File: src/rtl/irqagg_pkg.sv
package irqagg_pkg;

   typedef struct packed {
      logic lvl;
      logic mask_fall;
      logic mask_rise;
   } line_cfg_t;

   localparam line_cfg_t CFG_RESET = '{lvl: 1'b0, mask_fall: 1'b1, mask_rise: 1'b1};

   localparam int CFG_LVL_BIT   = 0;
   localparam int CFG_MFALL_BIT = 1;
   localparam int CFG_MRISE_BIT = 2;
   localparam int CFG_CLR_BIT   = 3;
   localparam int CFG_LINE_LSB  = 4;
   localparam int CFG_ARM_BIT   = 7;

   function automatic line_cfg_t cfg_from_byte(input logic [7:0] b);
      line_cfg_t c;
      c.lvl       = b[CFG_LVL_BIT];
      c.mask_fall = b[CFG_MFALL_BIT];
      c.mask_rise = b[CFG_MRISE_BIT];
      return c;
   endfunction

endpackage

File: src/rtl/irqagg_line.sv
module irqagg_line
   import irqagg_pkg::*;
#(
   parameter int SYNC_STAGES = 2
) (
   input  logic      clk,
   input  logic      rst_n,
   input  logic      raw_i,
   input  logic      cfg_we_i,
   input  line_cfg_t cfg_i,
   input  logic      clr_i,
   output logic      pend_o,
   output logic      en_o,
   output logic      lvl_o
);

   logic      s_now;
   logic      s_prev;
   line_cfg_t cfg_q;
   logic      evt;

   if (SYNC_STAGES == 0) begin : g_nosync
      assign s_now = raw_i;
   end else if (SYNC_STAGES == 1) begin : g_sync1
      logic sh;
      always_ff @(posedge clk or negedge rst_n) begin
         if (!rst_n) sh <= 1'b0;
         else        sh <= raw_i;
      end
      assign s_now = sh;
   end else begin : g_syncn
      logic [SYNC_STAGES-1:0] sh;
      always_ff @(posedge clk or negedge rst_n) begin
         if (!rst_n) sh <= '0;
         else        sh <= {sh[SYNC_STAGES-2:0], raw_i};
      end
      assign s_now = sh[SYNC_STAGES-1];
   end

   always_ff @(posedge clk or negedge rst_n) begin
      if (!rst_n) begin
         s_prev <= 1'b0;
         cfg_q  <= CFG_RESET;
      end else begin
         s_prev <= s_now;
         if (cfg_we_i) cfg_q <= cfg_i;
      end
   end

   always_comb begin
      if (cfg_q.lvl)
         evt = (!cfg_q.mask_rise && s_now) || (!cfg_q.mask_fall && !s_now);
      else
         evt = (!cfg_q.mask_rise && s_now && !s_prev) ||
               (!cfg_q.mask_fall && !s_now && s_prev);
   end

   always_ff @(posedge clk or negedge rst_n) begin
      if (!rst_n)                 pend_o <= 1'b0;
      else if (cfg_we_i && clr_i) pend_o <= 1'b0;
      else if (evt)               pend_o <= 1'b1;
   end

   assign en_o  = !(cfg_q.mask_rise && cfg_q.mask_fall);
   assign lvl_o = s_now;


   clr_drops_pend_chk: assert property (@(posedge clk) disable iff (!rst_n)
      (cfg_we_i && clr_i) |=> !pend_o);


   disabled_no_new_pend_chk: assert property (@(posedge clk) disable iff (!rst_n)
      (!pend_o && cfg_q.mask_rise && cfg_q.mask_fall) |=> !pend_o);


   steady_edge_no_pend_chk: assert property (@(posedge clk) disable iff (!rst_n)
      (!pend_o && !cfg_q.lvl && (s_now == s_prev)) |=> !pend_o);

endmodule

File: src/rtl/irqagg_tree.sv
module irqagg_tree #(
   parameter int NUM_BLKS      = 32,
   parameter int BLKS_PER_MST  = 8,
   localparam int NUM_MST      = (NUM_BLKS + BLKS_PER_MST - 1) / BLKS_PER_MST
) (
   input  logic [NUM_BLKS-1:0]  blk_any_i,
   output logic [NUM_MST*8-1:0] mst_o,
   output logic [7:0]           root_o,
   output logic                 irq_o
);

   for (genvar m = 0; m < NUM_MST; m++) begin : g_mst
      for (genvar i = 0; i < 8; i++) begin : g_bit
         if ((i < BLKS_PER_MST) && (m * BLKS_PER_MST + i < NUM_BLKS)) begin : g_used
            assign mst_o[m*8+i] = blk_any_i[m*BLKS_PER_MST+i];
         end else begin : g_unused
            assign mst_o[m*8+i] = 1'b0;
         end
      end
   end

   always_comb begin
      root_o = '0;
      for (int m = 0; m < NUM_MST; m++) root_o[m+1] = |mst_o[m*8 +: 8];
   end

   assign irq_o = |root_o;

endmodule

File: src/rtl/irq_aggregator.sv
module irq_aggregator
   import irqagg_pkg::*;
#(
   parameter int              NUM_LINES    = 256,
   parameter int              LINES_PER_BLK = 8,
   parameter int              BLKS_PER_MST = 8,
   parameter int              ADDR_W       = 10,
   parameter logic [ADDR_W-1:0] BASE_ADDR  = 10'h1BB,
   parameter int              SYNC_STAGES  = 2
) (
   input  logic                 clk,
   input  logic                 rst_n,
   input  logic [NUM_LINES-1:0] irq_in,
   input  logic [ADDR_W-1:0]    addr,
   input  logic                 wr_en,
   input  logic [7:0]           wdata,
   input  logic                 rd_en,
   output logic [7:0]           rdata,
   output logic                 irq_out
);

   localparam int NUM_BLKS = NUM_LINES / LINES_PER_BLK;
   localparam int NUM_MST  = (NUM_BLKS + BLKS_PER_MST - 1) / BLKS_PER_MST;
   localparam int SEL_W    = $clog2(NUM_BLKS);
   localparam logic [ADDR_W-1:0] OFF_ROOT = '0;
   localparam logic [ADDR_W-1:0] OFF_SEL  = ADDR_W'(NUM_MST + 1);
   localparam logic [ADDR_W-1:0] OFF_PEND = ADDR_W'(NUM_MST + 2);
   localparam logic [ADDR_W-1:0] OFF_CFG  = ADDR_W'(NUM_MST + 3);
   localparam logic [ADDR_W-1:0] OFF_LIVE = ADDR_W'(NUM_MST + 4);

   initial begin
      assert (LINES_PER_BLK == 8) else $error("a block must hold one byte of lines");
      assert (BLKS_PER_MST >= 1 && BLKS_PER_MST <= 8) else $error("master holds 1..8 blocks");
      assert (NUM_BLKS >= 2 && NUM_BLKS == (1 << SEL_W)) else $error("block count must be a power of two");
      assert (NUM_MST <= 7) else $error("root byte fits at most 7 masters");
      assert (SYNC_STAGES >= 0) else $error("negative synchroniser depth");
   end

   logic [SEL_W-1:0]     blk_sel;
   logic [ADDR_W-1:0]    off;
   logic                 in_win;
   logic                 cfg_wr;
   line_cfg_t            cfg_new;
   logic [7:0]           blk_pend [NUM_BLKS];
   logic [7:0]           blk_en   [NUM_BLKS];
   logic [7:0]           blk_lvl  [NUM_BLKS];
   logic [NUM_BLKS-1:0]  blk_any;
   logic [NUM_MST*8-1:0] mst_bits;
   logic [7:0]           root;
   logic [7:0]           rd_val;

   assign off     = addr - BASE_ADDR;
   assign in_win  = (addr >= BASE_ADDR) && (off <= OFF_LIVE);
   assign cfg_wr  = wr_en && in_win && (off == OFF_CFG) && wdata[CFG_ARM_BIT];
   assign cfg_new = cfg_from_byte(wdata);

   always_ff @(posedge clk or negedge rst_n) begin
      if (!rst_n)                                 blk_sel <= '0;
      else if (wr_en && in_win && off == OFF_SEL) blk_sel <= wdata[SEL_W-1:0];
   end

   for (genvar b = 0; b < NUM_BLKS; b++) begin : g_blk
      for (genvar i = 0; i < 8; i++) begin : g_line
         logic hit;
         assign hit = cfg_wr && (blk_sel == SEL_W'(b)) &&
                      (wdata[CFG_LINE_LSB +: 3] == 3'(i));
         irqagg_line #(.SYNC_STAGES(SYNC_STAGES)) u_line (
            .clk      (clk),
            .rst_n    (rst_n),
            .raw_i    (irq_in[b*8+i]),
            .cfg_we_i (hit),
            .cfg_i    (cfg_new),
            .clr_i    (wdata[CFG_CLR_BIT]),
            .pend_o   (blk_pend[b][i]),
            .en_o     (blk_en[b][i]),
            .lvl_o    (blk_lvl[b][i])
         );
      end
      assign blk_any[b] = |(blk_pend[b] & blk_en[b]);
   end

   irqagg_tree #(.NUM_BLKS(NUM_BLKS), .BLKS_PER_MST(BLKS_PER_MST)) u_tree (
      .blk_any_i (blk_any),
      .mst_o     (mst_bits),
      .root_o    (root),
      .irq_o     (irq_out)
   );

   always_comb begin
      rd_val = '0;
      if (in_win) begin
         if (off == OFF_ROOT) rd_val = root;
         for (int m = 0; m < NUM_MST; m++)
            if (off == ADDR_W'(m + 1)) rd_val = mst_bits[m*8 +: 8];
         if (off == OFF_SEL)  rd_val = 8'(blk_sel);
         if (off == OFF_PEND) rd_val = blk_pend[blk_sel];
         if (off == OFF_LIVE) rd_val = blk_lvl[blk_sel];
      end
   end

   always_ff @(posedge clk or negedge rst_n) begin
      if (!rst_n)     rdata <= '0;
      else if (rd_en) rdata <= rd_val;
   end


   irq_tracks_master_chk: assert property (@(posedge clk) disable iff (!rst_n)
      irq_out == (|mst_bits));


   sel_hold_chk: assert property (@(posedge clk) disable iff (!rst_n)
      !(wr_en && in_win && off == OFF_SEL) |=> $stable(blk_sel));


   rdata_hold_chk: assert property (@(posedge clk) disable iff (!rst_n)
      !rd_en |=> $stable(rdata));

endmodule

File: config.mk
export PLATFORM = sky130hd
export DESIGN_NAME = irq_aggregator
export DESIGN_NICKNAME = d
export VERILOG_FILES = /design/src/rtl/irqagg_pkg.sv /design/src/rtl/irqagg_line.sv /design/src/rtl/irqagg_tree.sv /design/src/rtl/irq_aggregator.sv
export SDC_FILE = /design/constraint.sdc
export NUM_CORES = 2
export LEC_CHECK = 0
export BUFFER_PORTS_ARGS = -buffer_cell sky130_fd_sc_hd__buf_2
export CORE_ASPECT_RATIO = 1.1
export CORE_MARGIN = 5
export CORE_UTILIZATION = 41
export CTS_CLUSTER_SIZE = 25
export DETAILED_ROUTE_END_ITERATION = 10
export PLACE_DENSITY = 0.55
export SLEW_MARGIN = 30
export SYNTH_ARGS = -nofsm -noshare
export SYNTH_HDL_FRONTEND = slang
export SYNTH_SLANG_ARGS = --single-unit
File: constraint.sdc
create_clock -name clk -period 2.69 [get_ports clk]
set_input_delay 0.1345 -clock clk [delete_from_list [all_inputs] [get_ports clk]]
set_output_delay 0.1345 -clock clk [all_outputs]
set_load 0.05 [all_outputs]
==> impl_results.md <==
- Wire per inst: ~27 um
- DP Area: about 0.08 mm^2
- Post-synthesis cell area: approximately 0.073 mm^2
- Worst Path Arrival: roughly 3.5 ns
- Count leader, synth: dfrtp_1
- Post-route cell area: ~0.093 mm^2
- Xor and xnor area share after synthesis: 0.0273
- Sequential-to-total area share from yosys stat: 0.631
- Final Critical Period: 3.61 ns
- Total track usage: 0.257
- Crit path launch type: flip-flop
- Share of cells above drive strength 1: 0.385
- Synth top area share: 0.446
- Largest family of logic cells by synthesized area: multiplexers
- WL final: 238000 um
- Final worst slack: -0.916 ns
- Chip width: a little over 400 um
- CTS Buf Count: about 190
- CP Class: reg2out
- Post-DRT Antenna Nets: 0
- Routability cong.: ~0.94
- Core area: ~0.18 mm^2
- Adder-Cell Fraction of Synth Area: 0
- Simple-gate share of the synthesized area: 0.0508
- Drt via density: between 5 and 6
- Worst-skew pair later-pin latency: roughly 0.86 ns
- Fill count: about 15000
- Initial Utilization: 0.411
- Initial antenna violation count: 20
- Peak VDD IR: approximately 0.74 mV
- Synth warn: 0
- Post-Syn Nets: ~5500
- Drt first pass iters: 7
- Hold Fails Final Rpt: 0
- Synth cell count leaders: dfrtp_1, mux2_2, dfstp_2, nand2_1, a21oi_1
- Top post-synthesis cells by area: dfrtp_1, dfstp_2, mux2_2
- Port bufs: 286
- Status: finished, violations left
- Worst path required time: ~2.6 ns
- Clock skew: about 0.053 ns
- Count of state elements after synthesis: 1805
- Mux cell area share after synthesis: 0.193
- Power Density: around 640 mW/mm^2
- DRC: 0
- Via count: between 40000 and 50000
- Vias in the first global route: 50302
- First-pass GRT wire length: about 350000 um
- CTS tree: done
- Max-slew violation count: 0
- Number of flops mapped to enable cells by yosys: 0
- Slew HR: 0.432
- Yosys cell types: between 60 and 70
- Number of H-tree levels: 4
- CP Max Fanout: 2
- Ports: around 290
- Crit share post-route: 1.34
- Top_reg_cell synth: dfrtp_1
- RSZ-0062 raised after global routing: yes
- Post-synth ARST share: 1.00
- Layout area overhead: 27.5%
- Full die area: 0.185 mm^2
- F_max: roughly 0.28 GHz
- Largest net degree at the start of global routing: between 100 and 150
- Die height: roughly 450 um
- Critical Path End Type: output port
- Root Driver: clkbuf_16
- Grt ovf: 0
- Count of final setup violators: 1
- Initial detailed-routing violation count: just over 4000
- Max Cap Viol: 0
- Mean area per synthesized cell: about 14 um^2
- DP Wirelength: around 160000 um
- Compound-Gate Fraction of Synth Area: 0.0830
- Clk slew on worst S/H paths: around 0.06 ns
- # nets final: 6680
- Final Util: 0.524
- Yosys top cell by area: dfrtp_1
- Failing checks: negative setup slack
- Clock tree buffer depth: 3
- Min-Delay Path Class: in2reg
- Mapped Cells: a little over 5000
- Std cell rows: around 160
- Worst-margin pin slew: 0.851 ns
- P_leak: approximately 39 nW
- CTS Sinks: 1805
## layout make-up
class                   count  area (um^2)  share of cell area
diodes                      3         7.51           0.0000811
clock buffers             274         5430              0.0587
clock inverters            83         1230              0.0133
inverters                  35          131             0.00142
multi-input cells        3134        26200               0.283
flip-flops and latches   1805        45800               0.495
well taps                2378         2980              0.0322
repair buffers           1238        10700               0.116
## critical path: stages, from the launching register on
cell       delay [ns]
dfstp_2          0.53
a21boi_1         0.10
a2111oi_4        0.32
buf_4            0.16
nand2_2          0.07
or4_4            0.54
nor4_4           0.36
nand4_1          0.20
buf_6            0.18
buf_8            0.15
## worst paths after layout
path	from	end	slack (ns)	cells past startpoint
max	g_blk[27].g_line[4].u_line.cfg_q[1]	irq_out	-0.92	9
min	wdata[1]	g_blk[28].g_line[2].u_line.cfg_q[1]	0.06	2
max reg2reg	blk_sel[1]	rdata[6]	0.03	7
min reg2reg	g_blk[21].g_line[2].u_line.g_syncn.sh[0]	g_blk[21].g_line[2].u_line.g_syncn.sh[1]	0.34	0
max in group asynchronous	rst_n	g_blk[27].g_line[0].u_line.s_prev	1.72	4
min in group asynchronous	rst_n	g_blk[15].g_line[1].u_line.g_syncn.sh[0]	0.08	3
## report_power, final
part / internal (mW) / total [mW] / switching [mW]
Clock: 16.4 / 27.8 / 11.4
Sequential: 27.8 / 28.4 / 0.632
Combinational: 1.39 / 3.09 / 1.71
Total: 45.5 / 59.3 / 13.7
## timing repair
item	CTS	global route
hold endpoints to repair	1635	0
pin swaps	15	25
endpoints found under the setup margin	5	16
buffers inserted	1	5
hold buffers	522	0
gates resized for setup	54	65
## cell families (layout without fill, tap and decap cells)
kind of cell	count (synthesis)	in the layout
multiplexers	1138	1138
XOR/XNOR	226	226
other	0	3
AND/OR/NAND/NOR	869	869
flip-flops	1805	1805
AO/OA/AOI/OAI	901	901
buffers and inverters	246	1630
## per-layer routing
metal	up-vias	wire (um)	track usage
met2	1504	109000	0.401
met5	-	26	0
met1	25557	107000	0.372
met4	4	6040	0.0628
met3	341	15900	0.0499
li1	20917	-	-
## stage by stage
step	total power [mW]	TNS [ns]	setup slack, ns	cells	hold slack, ns
after floorplan	29.5	0	0.0676	5185	-0.161
after global placement	31.4	-1.08	-0.467	8063	0.0836
after detailed placement	31.4	-0.982	-0.470	8063	0.0878
after CTS	59.9	-0.933	-0.933	8943	0.00277
after global routing	61.3	-0.992	-0.992	8948	0.0269
final	59.3	-0.916	-0.916	8950	0.0554
## state kept, by name (all words and copies together), names as in the netlist
signal / cells
g_blk.g_line.u_line.g_syncn.sh: 512
g_blk.g_line.u_line.pend_o: 256
g_blk.g_line.u_line.s_prev: 256
g_blk.g_line.u_line.cfg_q: 768
rdata: 8
blk_sel: 5
## placed cells by master (no fill, tap or decap), types with 133 or more instances in the layout
master | synthesis | routed
a21boi_0 | 153 | 137
a21oi_1 | 320 | 320
buf_2 | 15 | 281
buf_4 | 15 | 365
clkbuf_16 | 0 | 191
dfrtp_1 | 1293 | 1291
dfstp_2 | 512 | 512
dlygate4sd3_1 | 0 | 521
mux2_2 | 752 | 752
mux2i_1 | 232 | 232
mux4_2 | 133 | 133
nand2_1 | 385 | 380
nor2_1 | 314 | 309
o21a_1 | 226 | 226
xor2_1 | 226 | 226
(Power assumes the default switching activity.)
